===== config.mk =====
export PLATFORM = sky130hd
export DESIGN_NAME = twiddle_rotor7
export DESIGN_NICKNAME = d
export VERILOG_FILES = /design/src/rtl/twrot_pkg.sv /design/src/rtl/twrot_const_mul.sv /design/src/rtl/twrot_decode.sv /design/src/rtl/twrot_combine.sv /design/src/rtl/twiddle_rotor7.sv
export SDC_FILE = /design/constraint.sdc
export NUM_CORES = 1
export LEC_CHECK = 0
export BUFFER_PORTS_ARGS = -buffer_cell sky130_fd_sc_hd__buf_2
export CAP_MARGIN = 20
export CORE_UTILIZATION = 30
export CTS_BUF_LIST = sky130_fd_sc_hd__clkbuf_8
export DETAILED_ROUTE_END_ITERATION = 12
export PLACE_DENSITY_LB_ADDON = 0.25
export SLEW_MARGIN = 10
export SYNTH_ARGS = -nofsm -noshare
export SYNTH_HDL_FRONTEND = slang
export SYNTH_SLANG_ARGS = --single-unit

===== constraint.sdc =====
create_clock -name clk -period 14.5 [get_ports clk]
set_input_delay 1.45 -clock clk [delete_from_list [all_inputs] [get_ports clk]]
set_output_delay 1.45 -clock clk [all_outputs]
set_load 0.02 [all_outputs]

===== src/rtl/twrot_pkg.sv =====
package twrot_pkg;

    // Twiddle index encoding seen at the block boundary
    typedef enum logic [2:0] {
        TW_ONE       = 3'd0,
        TW_W8        = 3'd1,
        TW_NEGJ      = 3'd2,
        TW_NEGJ_W8   = 3'd3,
        TW_W16_1     = 3'd4,
        TW_W16_3     = 3'd5,
        TW_NEG_W16_1 = 3'd6,
        TW_SPARE     = 3'd7
    } tw_code_e;

    // Which constant pair (k1, k2) feeds the rotation core
    typedef enum logic [1:0] {
        KP_C8_S8 = 2'd0,
        KP_S8_C8 = 2'd1,
        KP_C4_C4 = 2'd2
    } kpair_e;

    // Operation applied after the core
    typedef enum logic [1:0] {
        PO_NONE = 2'd0,
        PO_NEG  = 2'd1,
        PO_NEGJ = 2'd2
    } post_e;

    typedef struct packed {
        logic   use_prod;
        kpair_e kpair;
        post_e  post;
    } rot_ctrl_t;

    // Fraction bits of the constant codes (codes 473, 195, 362)
    localparam int COEF_FRAC = 9;

endpackage


===== src/rtl/twrot_const_mul.sv =====
module twrot_const_mul
    import twrot_pkg::*;
#(
    parameter int DATA_W = 10
) (
    input  logic signed [DATA_W-1:0] y,
    output logic signed [DATA_W:0]   p_c8,
    output logic signed [DATA_W:0]   p_s8,
    output logic signed [DATA_W:0]   p_c4
);
    localparam int ACC_W = DATA_W + COEF_FRAC + 1;

    logic signed [ACC_W-1:0] y_x;
    logic signed [ACC_W-1:0] y3;
    logic signed [ACC_W-1:0] acc_c8;
    logic signed [ACC_W-1:0] acc_s8;
    logic signed [ACC_W-1:0] acc_c4;

    always_comb begin
        y_x    = ACC_W'(y);
        // shared term 3y
        y3     = y_x + (y_x <<< 1);
        // 195 = 3*64 + 3
        acc_s8 = (y3 <<< 6) + y3;
        // 473 = 3*128 + 3*8 + 64 + 1
        acc_c8 = (y3 <<< 7) + (y3 <<< 3) + (y_x <<< 6) + y_x;
        // 362 = 256 + 3*32 + 8 + 2
        acc_c4 = (y_x <<< 8) + (y3 <<< 5) + (y_x <<< 3) + (y_x <<< 1);
    end

    // floor division by 2^FRAC, kept to DATA_W+1 bits
    assign p_c8 = (DATA_W+1)'(acc_c8 >>> COEF_FRAC);
    assign p_s8 = (DATA_W+1)'(acc_s8 >>> COEF_FRAC);
    assign p_c4 = (DATA_W+1)'(acc_c4 >>> COEF_FRAC);

endmodule


===== src/rtl/twrot_decode.sv =====
module twrot_decode
    import twrot_pkg::*;
(
    input  tw_code_e  tw,
    output rot_ctrl_t ctrl
);
    always_comb begin
        unique case (tw)
            TW_W8:        ctrl = '{use_prod: 1'b1, kpair: KP_C4_C4, post: PO_NONE};
            TW_NEGJ:      ctrl = '{use_prod: 1'b0, kpair: KP_C8_S8, post: PO_NEGJ};
            TW_NEGJ_W8:   ctrl = '{use_prod: 1'b1, kpair: KP_C4_C4, post: PO_NEGJ};
            TW_W16_1:     ctrl = '{use_prod: 1'b1, kpair: KP_C8_S8, post: PO_NONE};
            TW_W16_3:     ctrl = '{use_prod: 1'b1, kpair: KP_S8_C8, post: PO_NONE};
            TW_NEG_W16_1: ctrl = '{use_prod: 1'b1, kpair: KP_C8_S8, post: PO_NEG};
            default:      ctrl = '{use_prod: 1'b0, kpair: KP_C8_S8, post: PO_NONE};
        endcase
    end
endmodule


===== src/rtl/twrot_combine.sv =====
module twrot_combine
    import twrot_pkg::*;
#(
    parameter int DATA_W = 10
) (
    input  rot_ctrl_t                ctrl,
    input  logic signed [DATA_W-1:0] a,
    input  logic signed [DATA_W-1:0] b,
    input  logic signed [DATA_W:0]   a_c8,
    input  logic signed [DATA_W:0]   a_s8,
    input  logic signed [DATA_W:0]   a_c4,
    input  logic signed [DATA_W:0]   b_c8,
    input  logic signed [DATA_W:0]   b_s8,
    input  logic signed [DATA_W:0]   b_c4,
    output logic signed [DATA_W-1:0] z_re,
    output logic signed [DATA_W-1:0] z_im
);
    localparam int SUM_W = DATA_W + 2;
    localparam logic signed [SUM_W-1:0] HI_V = SUM_W'((1 <<< (DATA_W-1)) - 1);
    localparam logic signed [SUM_W-1:0] LO_V = SUM_W'(-(1 <<< (DATA_W-1)));

    logic signed [DATA_W:0]  a_k1, a_k2, b_k1, b_k2;
    logic signed [SUM_W-1:0] base_re, base_im;
    logic signed [SUM_W-1:0] post_re, post_im;

    function automatic logic signed [DATA_W-1:0] clamp(input logic signed [SUM_W-1:0] v);
        if (v > HI_V)      return DATA_W'(HI_V);
        else if (v < LO_V) return DATA_W'(LO_V);
        else               return DATA_W'(v);
    endfunction

    always_comb begin
        unique case (ctrl.kpair)
            KP_S8_C8: begin
                a_k1 = a_s8; a_k2 = a_c8; b_k1 = b_s8; b_k2 = b_c8;
            end
            KP_C4_C4: begin
                a_k1 = a_c4; a_k2 = a_c4; b_k1 = b_c4; b_k2 = b_c4;
            end
            default: begin
                a_k1 = a_c8; a_k2 = a_s8; b_k1 = b_c8; b_k2 = b_s8;
            end
        endcase

        // (a + jb) * (k1 - j*k2)
        if (ctrl.use_prod) begin
            base_re = SUM_W'(a_k1) + SUM_W'(b_k2);
            base_im = SUM_W'(b_k1) - SUM_W'(a_k2);
        end else begin
            base_re = SUM_W'(a);
            base_im = SUM_W'(b);
        end

        unique case (ctrl.post)
            PO_NEG: begin
                post_re = -base_re;
                post_im = -base_im;
            end
            PO_NEGJ: begin
                post_re = base_im;
                post_im = -base_re;
            end
            default: begin
                post_re = base_re;
                post_im = base_im;
            end
        endcase

        z_re = clamp(post_re);
        z_im = clamp(post_im);
    end
endmodule


===== src/rtl/twiddle_rotor7.sv =====
module twiddle_rotor7
    import twrot_pkg::*;
#(
    parameter int DATA_W = 10
) (
    input  logic                     clk,
    input  logic                     rst,
    input  logic                     in_valid,
    input  logic signed [DATA_W-1:0] in_re,
    input  logic signed [DATA_W-1:0] in_im,
    input  logic [2:0]               in_tw,
    output logic                     out_valid,
    output logic signed [DATA_W-1:0] out_re,
    output logic signed [DATA_W-1:0] out_im
);
    localparam int N_COMP = 2;

    logic signed [DATA_W-1:0] comp   [N_COMP];
    logic signed [DATA_W:0]   prod_c8[N_COMP];
    logic signed [DATA_W:0]   prod_s8[N_COMP];
    logic signed [DATA_W:0]   prod_c4[N_COMP];

    rot_ctrl_t                ctrl;
    logic signed [DATA_W-1:0] z_re, z_im;

    assign comp[0] = in_re;
    assign comp[1] = in_im;

    for (genvar g = 0; g < N_COMP; g++) begin : g_cmul
        twrot_const_mul #(.DATA_W(DATA_W)) u_cmul (
            .y    (comp[g]),
            .p_c8 (prod_c8[g]),
            .p_s8 (prod_s8[g]),
            .p_c4 (prod_c4[g])
        );
    end

    twrot_decode u_dec (
        .tw   (tw_code_e'(in_tw)),
        .ctrl (ctrl)
    );

    twrot_combine #(.DATA_W(DATA_W)) u_comb (
        .ctrl (ctrl),
        .a    (in_re),
        .b    (in_im),
        .a_c8 (prod_c8[0]),
        .a_s8 (prod_s8[0]),
        .a_c4 (prod_c4[0]),
        .b_c8 (prod_c8[1]),
        .b_s8 (prod_s8[1]),
        .b_c4 (prod_c4[1]),
        .z_re (z_re),
        .z_im (z_im)
    );

    always_ff @(posedge clk) begin
        if (rst) begin
            out_valid <= 1'b0;
            out_re    <= '0;
            out_im    <= '0;
        end else begin
            out_valid <= in_valid;
            if (in_valid) begin
                out_re <= z_re;
                out_im <= z_im;
            end
        end
    end

endmodule


## Yosys cells after proc, flatten, opt, wreduce, memory -nomap -nowiden

Cells that the tools add are included.

| operators by class | value |
|---|---|
| equality and inequality tests | 10 |
| muxes and demuxes | 13 |
| order comparisons | 4 |
| add/subtract/negate cells | 20 |

Operator list:

| operator | count |
|---|---|
| case mux 11 bit (2 select lines) | 4 |
| case mux 12 bit (2 select lines) | 2 |
| adder 19 x 13 -> 20 bit | 2 |
| adder 19 x 15 -> 20 bit | 2 |
| adder 20 x 10 -> 20 bit | 2 |
| adder 20 x 11 -> 20 bit | 2 |
| adder 20 x 16 -> 20 bit | 2 |
| two-way mux 10 bit | 4 |
| adder 18 x 12 -> 19 bit | 2 |
| adder 18 x 17 -> 19 bit | 2 |
| case mux 5 bit (6 select lines) | 1 |
| adder 10 x 11 -> 12 bit | 2 |
| > comparator 12 x 10 -> 1 bit, second input constant | 2 |
| less-than comparator 12 x 10 -> 1 bit, second input constant | 2 |
| two-way mux 12 bit | 2 |
| negator 12 bit | 2 |
| adder 11 x 11 -> 12 bit | 1 |
| subtractor 11 x 11 -> 12 bit | 1 |
| equality test 3 bit, second input constant | 3 |
| equality test 3 x 2 -> 1 bit, second input constant | 2 |
| equality test 2 x 1 -> 1 bit, second input constant | 2 |
| equality test 2 bit, second input constant | 2 |
| equality test 3 x 1 -> 1 bit, second input constant | 1 |

| word-level totals | value |
|---|---|
| output and inout bits | 21 |
| register bits | 21 |
| input bits | 26 |
| logic and storage cells | 50 |

## Logic depth before layout (Yosys ltp)

Gate-level depths: netlist of the first run.

| depth | value |
|---|---|
| word-level depth | 12 |
| depth in mapped cells | 35 |
| mapped depth without buffers | 34 |

## Cells and area by module

From an unflattened synthesis of the first run, not the netlist that was laid out.

| unflattened totals | value |
|---|---|
| cell total of the unflattened synthesis | 1248 |
| area, all modules | 10038.4 um^2 |

By module, submodules not included:

| module | instances | seq. area each (um^2) | area an instance (um^2) | cells an instance |
|---|---|---|---|---|
| twrot_combine | 1 | 0.0 | 3699.8 | 562 |
| twrot_const_mul (g_cmul[1].u_cmul) | 1 | 0.0 | 2845.2 | 325 |
| twrot_const_mul (g_cmul[0].u_cmul) | 1 | 0.0 | 2682.6 | 288 |
| twiddle_rotor7 | 1 | 420.4 | 760.7 | 67 |
| twrot_decode | 1 | 0.0 | 50.0 | 6 |

## Worst setup path after synthesis of the first run

No wires, ideal clock.

| path | value |
|---|---|
| path type | input -> register |
| from | input in_im[0] |
| to | register out_im[1] |
| data arrival time | 7.865 ns |
| path buffers | 0 |
| setup slack | 6.494 ns |
| data required time | 14.359 ns |
| cell stages on the path | 29 |
| library setup time | 0.141 ns |
| cells stage by stage | ha_1 fa_1 a21o_1 a21oi_1 o21ai_0 a21oi_1 xnor2_1 inv_1 fa_1 inv_1 ha_1 o41ai_1 o21ai_0 or3_1 nand2_1 o21ai_0 a21boi_0 ha_1 o21a_1 o21ai_0 a2111o_1 o211ai_1 or2_1 nor4_2 xor2_1 mux2i_1 mux2_2 o21ai_4 o32ai_2 |

| on the way | value |
|---|---|
| word-level cells in the longest chain between the ends | 12 |
| elaborated cells between the ends (all ways) | 21 |
| those cells by class | 12 x add/sub; 2 x order compare; 7 x mux |

RTL lines:

| what | RTL line | source |
|---|---|---|
| from (decl) | twiddle_rotor7.sv:10 | `input logic signed [DATA_W-1:0] in_im,` |
| adder 10 x 11 -> 12 bit | twrot_const_mul.sv:22 | `y3 = y_x + (y_x <<< 1);` |
| adder 19 x 15 -> 20 bit or adder 18 x 17 -> 19 bit (tied branches) | twrot_const_mul.sv:26, twrot_const_mul.sv:28 |  |
| adder 20 x 16 -> 20 bit or adder 19 x 13 -> 20 bit (tied branches) | twrot_const_mul.sv:26, twrot_const_mul.sv:28 |  |
| adder 20 x 10 -> 20 bit or adder 20 x 11 -> 20 bit (tied branches) | twrot_const_mul.sv:26, twrot_const_mul.sv:28 |  |
| case mux 11 bit (2 select lines) | twrot_combine.sv:33 | `unique case (ctrl.kpair)` |
| adder 11 x 11 -> 12 bit or subtractor 11 x 11 -> 12 bit (tied branches) | twrot_combine.sv:47, twrot_combine.sv:48 |  |
| two-way mux 12 bit | twrot_combine.sv:46 | `if (ctrl.use_prod) begin` |
| negator 12 bit, on equally long branches | twrot_combine.sv:61, twrot_combine.sv:57 |  |
| case mux 12 bit (2 select lines) (*) | twrot_combine.sv:54 | `unique case (ctrl.post)` |
| less-than comparator 12 x 10 -> 1 bit | twrot_combine.sv:28 | `else if (v < LO_V) return DATA_W'(LO_V);` |
| two-way mux 10 bit | twrot_combine.sv:28 |  |
| two-way mux 10 bit (*) | twrot_combine.sv:27 | `if (v > HI_V) return DATA_W'(HI_V);` |
| to (signal assigned) | twiddle_rotor7.sv:66 | `out_im <= z_im;` |
| to (decl) | twiddle_rotor7.sv:14 | `output logic signed [DATA_W-1:0] out_im` |

Mark *: on every way between the ends. The rest lies on a longest branch, timed or not.
A chain may end at the register's enable or synchronous reset.

## Final worst setup path of the first run

| path | value |
|---|---|
| from | input in_im[0] |
| to | register out_im[5] |

The elaborated chain is that of the path after synthesis.

==> metrics, run 1 <==
M1 GR Usage=0.2413; Initial Util=0.3059; clk_lat worst skew=approximately 0.26 ns; Worst slew margin=0.2314; largest net degree at the start of global routing=between 50 and 60; EDFF count, synth=0; crit path max-delay cell type=o31ai_1; Comb power frac=0.944; register bit total from synthesis=21; Layout Nets=1404; M3 GR Usage=0.007321; vias in the first global route=7948; Routed Antenna Nets=0; Filler cells=roughly 3200; Die Height=~180 microns; worst vdd ir=about 0.000090 V; most frequent cell after synthesis=ha_1; Post-synth top cells=ha_1, inv_1, nor2_1; fin crit period=just over 9 ns; vias=approximately 8200; Fin Setup TNS=0 ns; CTS sink cnt=21; RSZ-0062 raised after global routing=no; root buf cell=clkbuf_8; number of vias per cell=about 5.3; clock group share of total power=0.017; Resized cells post-CTS=0; core area=between 20000 and 30000 sq um; hold_buf cts=0; crit path max fanout=9; area grow syn2layout=6.864%; row cnt=63; Clock transition at path regs=approximately 0.080 ns; P per Cell Area=227.3 nW/um^2; area of the multi-input gates=8117 sq um; Avg Cell Area, Syn=around 8.0 sq um; Post-Syn Instances=between 1000 and 1500; FF-to-FF path depth=3; Fmax=107.3 MHz; max-cap violations=0; cell area after placement=9694 sq um; Design Area, Final=between 9000 and 10000 sq um; aggregate global-route resource usage=0.1727; Max H-tree Level=1; final setup fails=0; Worst Skew=0 ns; NetSw=~0.0013 W; top_reg_cell synth=dfxtp_1; ratio of cells with drive above 1 in the final layout=0.09162; Hold Worst Slack=0.4709 ns; die width=between 150 and 200 microns; Overflow after GRT=0; number of buffers created by CTS=3; hold path depth=2; Worst setup EP type=flop; worst path arrival time=between 9 and 10 ns; M2 GR Usage=0.2928; worst-case clock buffer depth=2; Routed WL=around 27000 microns; Req. time, crit path=~15 ns; Worst-Margin Slew=between 1 and 1.5 ns; post-synth top area cell=ha_1; switching share of power=0.5704; CTS tree=done; Post-route DRC=0; status=finished, final reports clean; Synth cell types=89; Worst Hold Class=reg2reg; die area=slightly above 30000 sq um; Crit Path Class=in2reg; initial antenna violation count=0; Yosys top cell area share=0.2169; Diodes inserted=0; DP HPWL=about 22000 microns; sequential standard cell area=around 420 sq um; global-route wire length before repair=43090 microns; Final GP Congestion=~0.90; period utilisation layout=0.6425; Static Leak=4.405 nW; Flop pwr share=0.039; initial drt markers=~550; I/O pin cnt=between 40 and 50; Final Max Tran Viols=0; Hold Fails Final Rpt=0; Mapped Nets=about 1400; Post-synth ARST share=0; WL/cell=17.13 microns; first-pass iteration count of the detailed router=5; max incr delay on CP=roughly 0.93 ns; Post-Syn Area=about 9100 sq um; setup repair bufs after CTS=0; synth warn=0; post-synthesis sequential area ratio=0.04613; GR peak layer=met2; Area contributors post-synth=ha_1, fa_1, xnor2_1; # port buffers=46; internal power=approximately 0.00095 W; critical path startpoint category=input pin
==> stage by stage <==
step	setup WS (ns)	instances	total power (W)	util
after CTS	5.287	1547	0.002214	0.3269
after detailed placement	5.053	1543	0.002161	0.3254
after floorplan	6.494	1139	0.001698	-
after global placement	5.048	1543	0.002156	0.3254
final	5.184	1547	0.002214	0.3269
after global routing	4.575	1547	0.002470	0.3269
==> layout make-up <==
type,count,share of cell area
Clock buffer,3,0.004239
Timing Repair Buffer,50,0.02672
Multi-Input combinational cell,973,0.8334
Sequential cell,21,0.04317
Inverter,109,0.04201
Clock inverter,1,0.0003854
Tap cell,390,0.05010
==> layout by cell type (no fill, tap or decap), types with 8 or more instances in the layout <==
cell	instances
dfxtp_1	21
or3_1	15
and3_1	8
o32ai_2	9
a211oi_1	20
nor2_1	94
inv_1	110
a21oi_1	93
a21o_1	20
buf_2	46
xor2_1	31
o21bai_1	11
o21ai_0	58
or2_2	14
xnor2_1	57
nand3_1	14
o21a_1	20
a22oi_1	13
nand2_1	66
ha_1	158
nor2b_1	18
nand2b_1	20
fa_1	62
o22ai_1	13
nor3_1	17
==> worst max-delay path, delay by kind of cell <==
family          cells  cell delay [ns]
buf+inv             1             0.19
xor+xnor            2             0.55
fa+ha+maj           4             1.42
mux                 1             0.12
simple gates        4             0.57
compound gates     19             5.13
==> layer usage <==
metal  vias to the layer above  wire length, microns  share of wire
met5                         -                     0              0
met2                       156                 12210           0.46
met4                         0                   546          0.021
met1                      3928                 12970           0.49
met3                        28                   786          0.030
li1                       4132                     -              -
==> sequential cells by signal, indices dropped and copies added, names as in the netlist <==
register and count:
out_im 10, out_re 10, out_valid 1
==> path summary, 6_finish.rpt <==
| path | from | to | slack, ns |
|---|---|---|---|
| max | in_im[0] | out_im[5] | 5.18 |
| min | out_im[9] | out_im[9] | 0.47 |
| max reg2reg | out_im[5] | out_im[5] | 13.52 |
| min reg2reg | out_im[9] | out_im[9] | 0.47 |
==> kinds of logic after synthesis <==
family                     share of synthesized area
AOI/OAI and AO/OA                             0.2683
adders and majority gates                     0.3531
and+or+nand+nor                               0.1741
xor gates and xnor gates                     0.08457
buffers and inverters                        0.06329
muxes                                        0.01057
DFF                                          0.04613
==> power by group through the flow <==
stage / Clock, W / Sequential (W) / Combinational (W)
after floorplan: 0 / 0.000112 / 0.00159
after global placement: 0 / 0.0000887 / 0.00207
after detailed placement: 0 / 0.0000882 / 0.00207
after CTS: 0.0000394 / 0.0000872 / 0.00209
after global routing: 0.0000415 / 0.0000894 / 0.00234
final: 0.0000379 / 0.0000870 / 0.00209
Note: power is estimated with default switching activity, not from simulation.
==> run 2: changes to the inputs <==
- clock period: 14.5 -> 7.9 ns (I/O delays scaled with it)
==> run 2 against run 1 <==
Against the previous run: critical path depth is 2 higher; via count is 3.3% higher; wire length grew 2.1%; register-to-register slack got worse by 6.6 ns; sequential power up 84%; total power grew 110%; setup slack got worse by 4.8 ns.
==> metrics, run 2 (synthesis results as in run 1) <==
period utilisation layout=0.9543; WL/cell=16.64 microns (-2.9%); global-route wire length before repair=43440 microns (+0.82%); vias=8520 (+3.3%); r2r endpoint=out_im[5]; CTS sink cnt=21 (unchanged); Static Leak=4.872 nW (+11%); overall power=0.004564 W (+110%); # port buffers=46 (unchanged); Worst Setup EP=out_im[1]; Worst slew margin=0.4060 (+0.1746); Clock transition at path regs=0.08 ns (about the same); P per Cell Area=431.5 nW/um^2 (+90%); clk_lat worst skew=0.26 ns (about the same); first-pass iteration count of the detailed router=5 (unchanged); fin crit period=~7.5 ns; Hold Fails Final Rpt=0 (unchanged); worst path arrival time=7.67 ns (-1.78 ns); Worst Skew=0 ns (unchanged); ratio of cells with drive above 1 in the final layout=0.1804 (+0.08880); count of non-filler cells in the finished layout=1626 (+5.1%); Largest regs=out_im: 10 flops, out_re: 10 flops, out_valid: 1 flops; most frequent cells in the layout=ha_1, inv_1, nor2_1, a21oi_1, buf_4; final setup fails=0 (unchanged); Fin Setup TNS=0 ns (unchanged); root buf cell=clkbuf_8; Fmax=between 100 and 150 MHz; reg2reg start=out_im[5]; Initial Util=0.3059 (unchanged); Placed Cells=1616 (+4.7%); die area=31080 sq um (unchanged); Routed WL=27060 microns (+2.1%); critical path startpoint category=input pin; number of vias per cell=5.240 (-1.7%); CTS tree=done; largest net degree at the start of global routing=45 (-20%); crit path max fanout=9 (unchanged); initial drt markers=498 (-9.8%); die width=176.3 microns (unchanged); max-cap violations=0 (unchanged); worst-case clock buffer depth=2 (unchanged); aggregate global-route resource usage=0.1739 (+0.001235); leading cell type in the layout, fill and taps excluded=ha_1; Req. time, crit path=8.03 ns (-6.60 ns); Worst setup EP type=flop; Final Max Tran Viols=0 (unchanged); Worst Hold Class=reg2reg; DP HPWL=22610 microns (+3.8%); Diodes inserted=0 (unchanged); crit path max-delay cell type=fa_1; Worst R2R Setup Slack=6.91 ns (-6.61 ns); I/O pin cnt=47 (unchanged); FF-to-FF path depth=3 (unchanged); row cnt=63 (unchanged); Die Height=176.3 microns (unchanged); Post-route DRC=0 (unchanged); CP startpoint=in_im[2]; Hold Worst Slack=0.4843 ns (+0.01338 ns); area grow syn2layout=16.05%; Max H-tree Level=1 (unchanged); worst vdd ir=0.0001733 V (+93%); Final GP Congestion=0.8813 (-1.9%); core area=29800 sq um (unchanged); vias in the first global route=8154 (+2.6%); Routed Antenna Nets=0 (unchanged); Layout Nets=1483 (+5.6%); Worst-Margin Slew=0.8892 ns (-0.2539 ns); max incr delay on CP=0.48 ns (-0.45 ns); status=finished, final reports clean; number of buffers created by CTS=3 (unchanged); initial antenna violation count=0 (unchanged); Overflow after GRT=0 (unchanged); Crit Path Class=in2reg
## run 2: changes by cell type in the layout (fill, tap and decap cells not counted), moves of 4 or more
| cell | delta |
|---|---|
| a211oi_1 | -4 |
| a211oi_2 | +4 |
| a21oi_1 | -8 |
| a21oi_2 | +8 |
| buf_4 | +77 |
| o21ai_0 | -8 |
| o21ai_1 | +6 |
| xnor2_1 | -8 |
| xnor2_2 | +8 |
## run 2: how the worst min path moves through the flow
stage	from	endpoint	slack [ns]	cells after the start
after floorplan	out_im[9]	out_im[9]	0.54	2
after global placement	out_re[9]	out_re[9]	0.48	2
after detailed placement	out_re[9]	out_re[9]	0.48	2
after CTS	out_re[9]	out_re[9]	0.49	2
after global routing	out_re[9]	out_re[9]	0.50	2
final	out_re[9]	out_re[9]	0.48	2
## run 2: power breakdown
part	leakage (nW)	switching (W)	internal (W)
registers	0.175	0.0000174	0.000143
logic	4.67	0.00241	0.00192
clock network	0.0269	0.0000358	0.0000347
## run 2: area by class of cell
type                    count  area [sq um]
fillers                  3162         19220
multi-input cells         973          8335
repair buffers            129         878.3
well taps                 390         488.0
flip-flops and latches     21         420.4
inverters                 109         409.1
clock buffers               3         41.29
clock inverters             1         3.754
## run 2: worst max-delay path: cells and delay by family
kind / cells / cell delay (ns)
buf+inv: 2 / 0.29
xor+xnor: 1 / 0.28
mux: 2 / 0.47
compound gates: 15 / 2.53
fa+ha+maj: 4 / 1.45
simple gates: 9 / 1.82
## run 2: metrics by stage
stage / utilization / worst slack [ns] / instance area [sq um]
floorplan: - / 0.5542 / 9114
global placement: 0.3442 / -0.2850 / 10250
detailed placement: 0.3442 / -0.2908 / 10250
CTS: 0.3457 / 0.02878 / 10300
global route: 0.3550 / -0.05454 / 10580
finish: 0.3550 / 0.3614 / 10580
## run 2: layer usage
layer  vias to the layer above  track usage  routed length [microns]
met3                        26     0.004737                      803
met1                      4036       0.2474                    13310
li1                       4299            -                        -
met4                         0      0.04130                      572
met5                         -            0                        0
met2                       159       0.2895                    12370
## run 2: what timing repair did
action                                 in CTS  in global routing
hold buffers                                0                  0
resized for setup                           2                 53
setup endpoints to repair                  11                 20
endpoints found under the hold margin       0                  0
buffers inserted                            0                  6
pin swaps                                   0                 18
==> run 3: changes to the inputs <==
- GPL_TIMING_DRIVEN: not set -> 0
==> run 3 against run 2 <==
Against the previous run: clock skew stayed put; non-clock buffer count is 22 lower; wire length is 4.3% higher; combinational power is 4% higher; sequential power hardly changed; hold slack worse by 0.014 ns; utilization is 0.42 points higher; count of clock-buffer cells in the layout stayed put; first-iteration DRC count is 5.6% higher; clock power is 0.7% lower; die area stayed put; cell area is 1.2% higher.
==> metrics, run 3 (synthesis results as in run 1) <==
largest net degree at the start of global routing=23 (-49%); Req. time, crit path=8.02 ns (about the same); first-pass iteration count of the detailed router=5 (unchanged); status=finished, final reports clean; clk_lat worst skew=0.26 ns (about the same); critical path startpoint category=input pin; global-route wire length before repair=44350 microns (+2.1%); Worst Skew=0 ns (unchanged); DP HPWL=23060 microns (+2.0%); Initial Util=0.3059 (unchanged); number of buffers created by CTS=3 (unchanged); CTS sink cnt=21 (unchanged); area grow syn2layout=17.44%; worst vdd ir=0.0001979 V (+14%); Routed WL=28240 microns (+4.3%); P per Cell Area=441.9 nW/um^2 (+2.4%); # port buffers=44 (-4.3%); vias in the first global route=8237 (+1.0%); worst-case clock buffer depth=2 (unchanged); crit path max fanout=9 (unchanged); period utilisation layout=0.9648 (+0.01051); count of non-filler cells in the finished layout=1605 (-1.3%); Worst setup EP type=flop; Max H-tree Level=1 (unchanged); Worst-Margin Slew=0.7355 ns (-0.1538 ns); Post-route DRC=0 (unchanged); fin crit period=7.622 ns (+0.08306 ns); hold_buf cts=0 (unchanged); leading cell type in the layout, fill and taps excluded=ha_1; Worst slew margin=0.5062 (+0.1002); clock group share of total power=0.015 (about the same); switching share of power=0.5561 (+0.01633); number of vias per cell=5.420 (+3.4%); ratio of cells with drive above 1 in the final layout=0.1868 (+0.006411); initial antenna violation count=0 (unchanged); Fin Setup TNS=0 ns (unchanged); final setup fails=0 (unchanged); Routed Antenna Nets=0 (unchanged); WL/cell=17.59 microns (+5.7%); die area=31080 sq um (unchanged); Static Leak=4.746 nW (-2.6%); overall power=0.004730 W (+3.6%); Largest regs=out_im: 10 flops, out_re: 10 flops, out_valid: 1 flops; crit path max-delay cell type=fa_1; Final Max Tran Viols=0 (unchanged); Comb power frac=0.951 (+0.002); Most common cell on crit path=ha_1; initial drt markers=526 (+5.6%); row cnt=63 (unchanged); max incr delay on CP=0.51 ns (+0.03 ns); die width=176.3 microns (unchanged); Worst Hold Class=reg2reg; max-cap violations=0 (unchanged); NetSw=0.002630 W (+6.8%); Hold Fails Final Rpt=0 (unchanged); Clock transition at path regs=0.08 ns (about the same); I/O pin cnt=47 (unchanged); vias=8699 (+2.1%); aggregate global-route resource usage=0.1792 (+0.005297); Die Height=176.3 microns (unchanged); Fmax=131.2 MHz (-1.1%); Flop pwr share=0.034 (about the same); root buf cell=clkbuf_8; worst path arrival time=7.74 ns (+0.07 ns); Overflow after GRT=0 (unchanged); Crit Path Class=in2reg; Layout Nets=1462 (-1.4%); Final GP Congestion=0.8713 (-1.1%); Placed Cells=1573 (-2.7%); core area=29800 sq um (unchanged); Diodes inserted=0 (unchanged); most frequent cells in the layout=ha_1, inv_1, nor2_1, a21oi_1, nand2_1; CTS tree=done; internal power=0.002100 W (about the same)
-- run 3: timing repair --
item / 4_1_cts / 5_1_grt
pin swaps: 9 / 34
buffers inserted: 4 / 23
gates resized for setup: 39 / 97
cloned: 0 / 1
setup endpoints to repair: 20 / 20
-- run 3: path summary, 6_finish.rpt --
check,from,end,slack (ns),cells after the start
worst max register to register,out_im[5],out_im[5],6.92,3
worst max-delay path,in_re[1],out_im[5],0.28,33
worst min-delay path,out_im[9],out_im[9],0.47,2
worst min register to register,out_im[9],out_im[9],0.47,2
-- run 3: power by group through the flow --
stage / Combinational (W) / Sequential [W] / Clock, W
finish: 0.00450 / 0.000160 / 0.0000700
global route: 0.00492 / 0.000165 / 0.0000770
detailed placement: 0.00385 / 0.000163 / 0
floorplan: 0.00291 / 0.000206 / 0
global placement: 0.00382 / 0.000163 / 0
CTS: 0.00404 / 0.000161 / 0.0000730
-- run 3: metal layers --
metal	up-vias	wire, microns	track usage	share of wire
met2	189	13370	0.3076	0.47
met5	-	0	0	0
met1	4241	13480	0.2495	0.48
li1	4247	-	-	-
met4	0	422	0.03297	0.015
met3	22	954	0.007537	0.034
-- run 3: cell type report --
class                           count  area, sq um
Buffer                             36        171.4
Clock buffer                        3        41.29
Clock inverter                      1        5.005
Fill cell                        3169        19090
Inverter                          109        409.1
Multi-Input combinational cell    974         8720
Sequential cell                    21        420.4
Tap cell                          390        488.0
Timing Repair Buffer               71        447.9
-- run 3: per-stage QoR --
stage	hold WS, ns	instance area (sq um)	utilization	setup slack (ns)
floorplan	0.5411	9114	-	0.5542
global placement	0.4592	9822	0.3296	-1.133
detailed placement	0.4581	9822	0.3296	-1.164
CTS	0.4705	10090	0.3387	0.003293
global route	0.5052	10700	0.3592	-0.02780
finish	0.4707	10700	0.3592	0.2783
-- run 3: worst max-delay path, delay by kind of cell --
kind                       cells  cell delay (ns)
AOI/OAI and AO/OA             16             2.90
adders and majority gates      5             1.69
and+or+nand+nor                7             1.30
xor gates and xnor gates       3             0.70
buffers and inverters          2             0.32
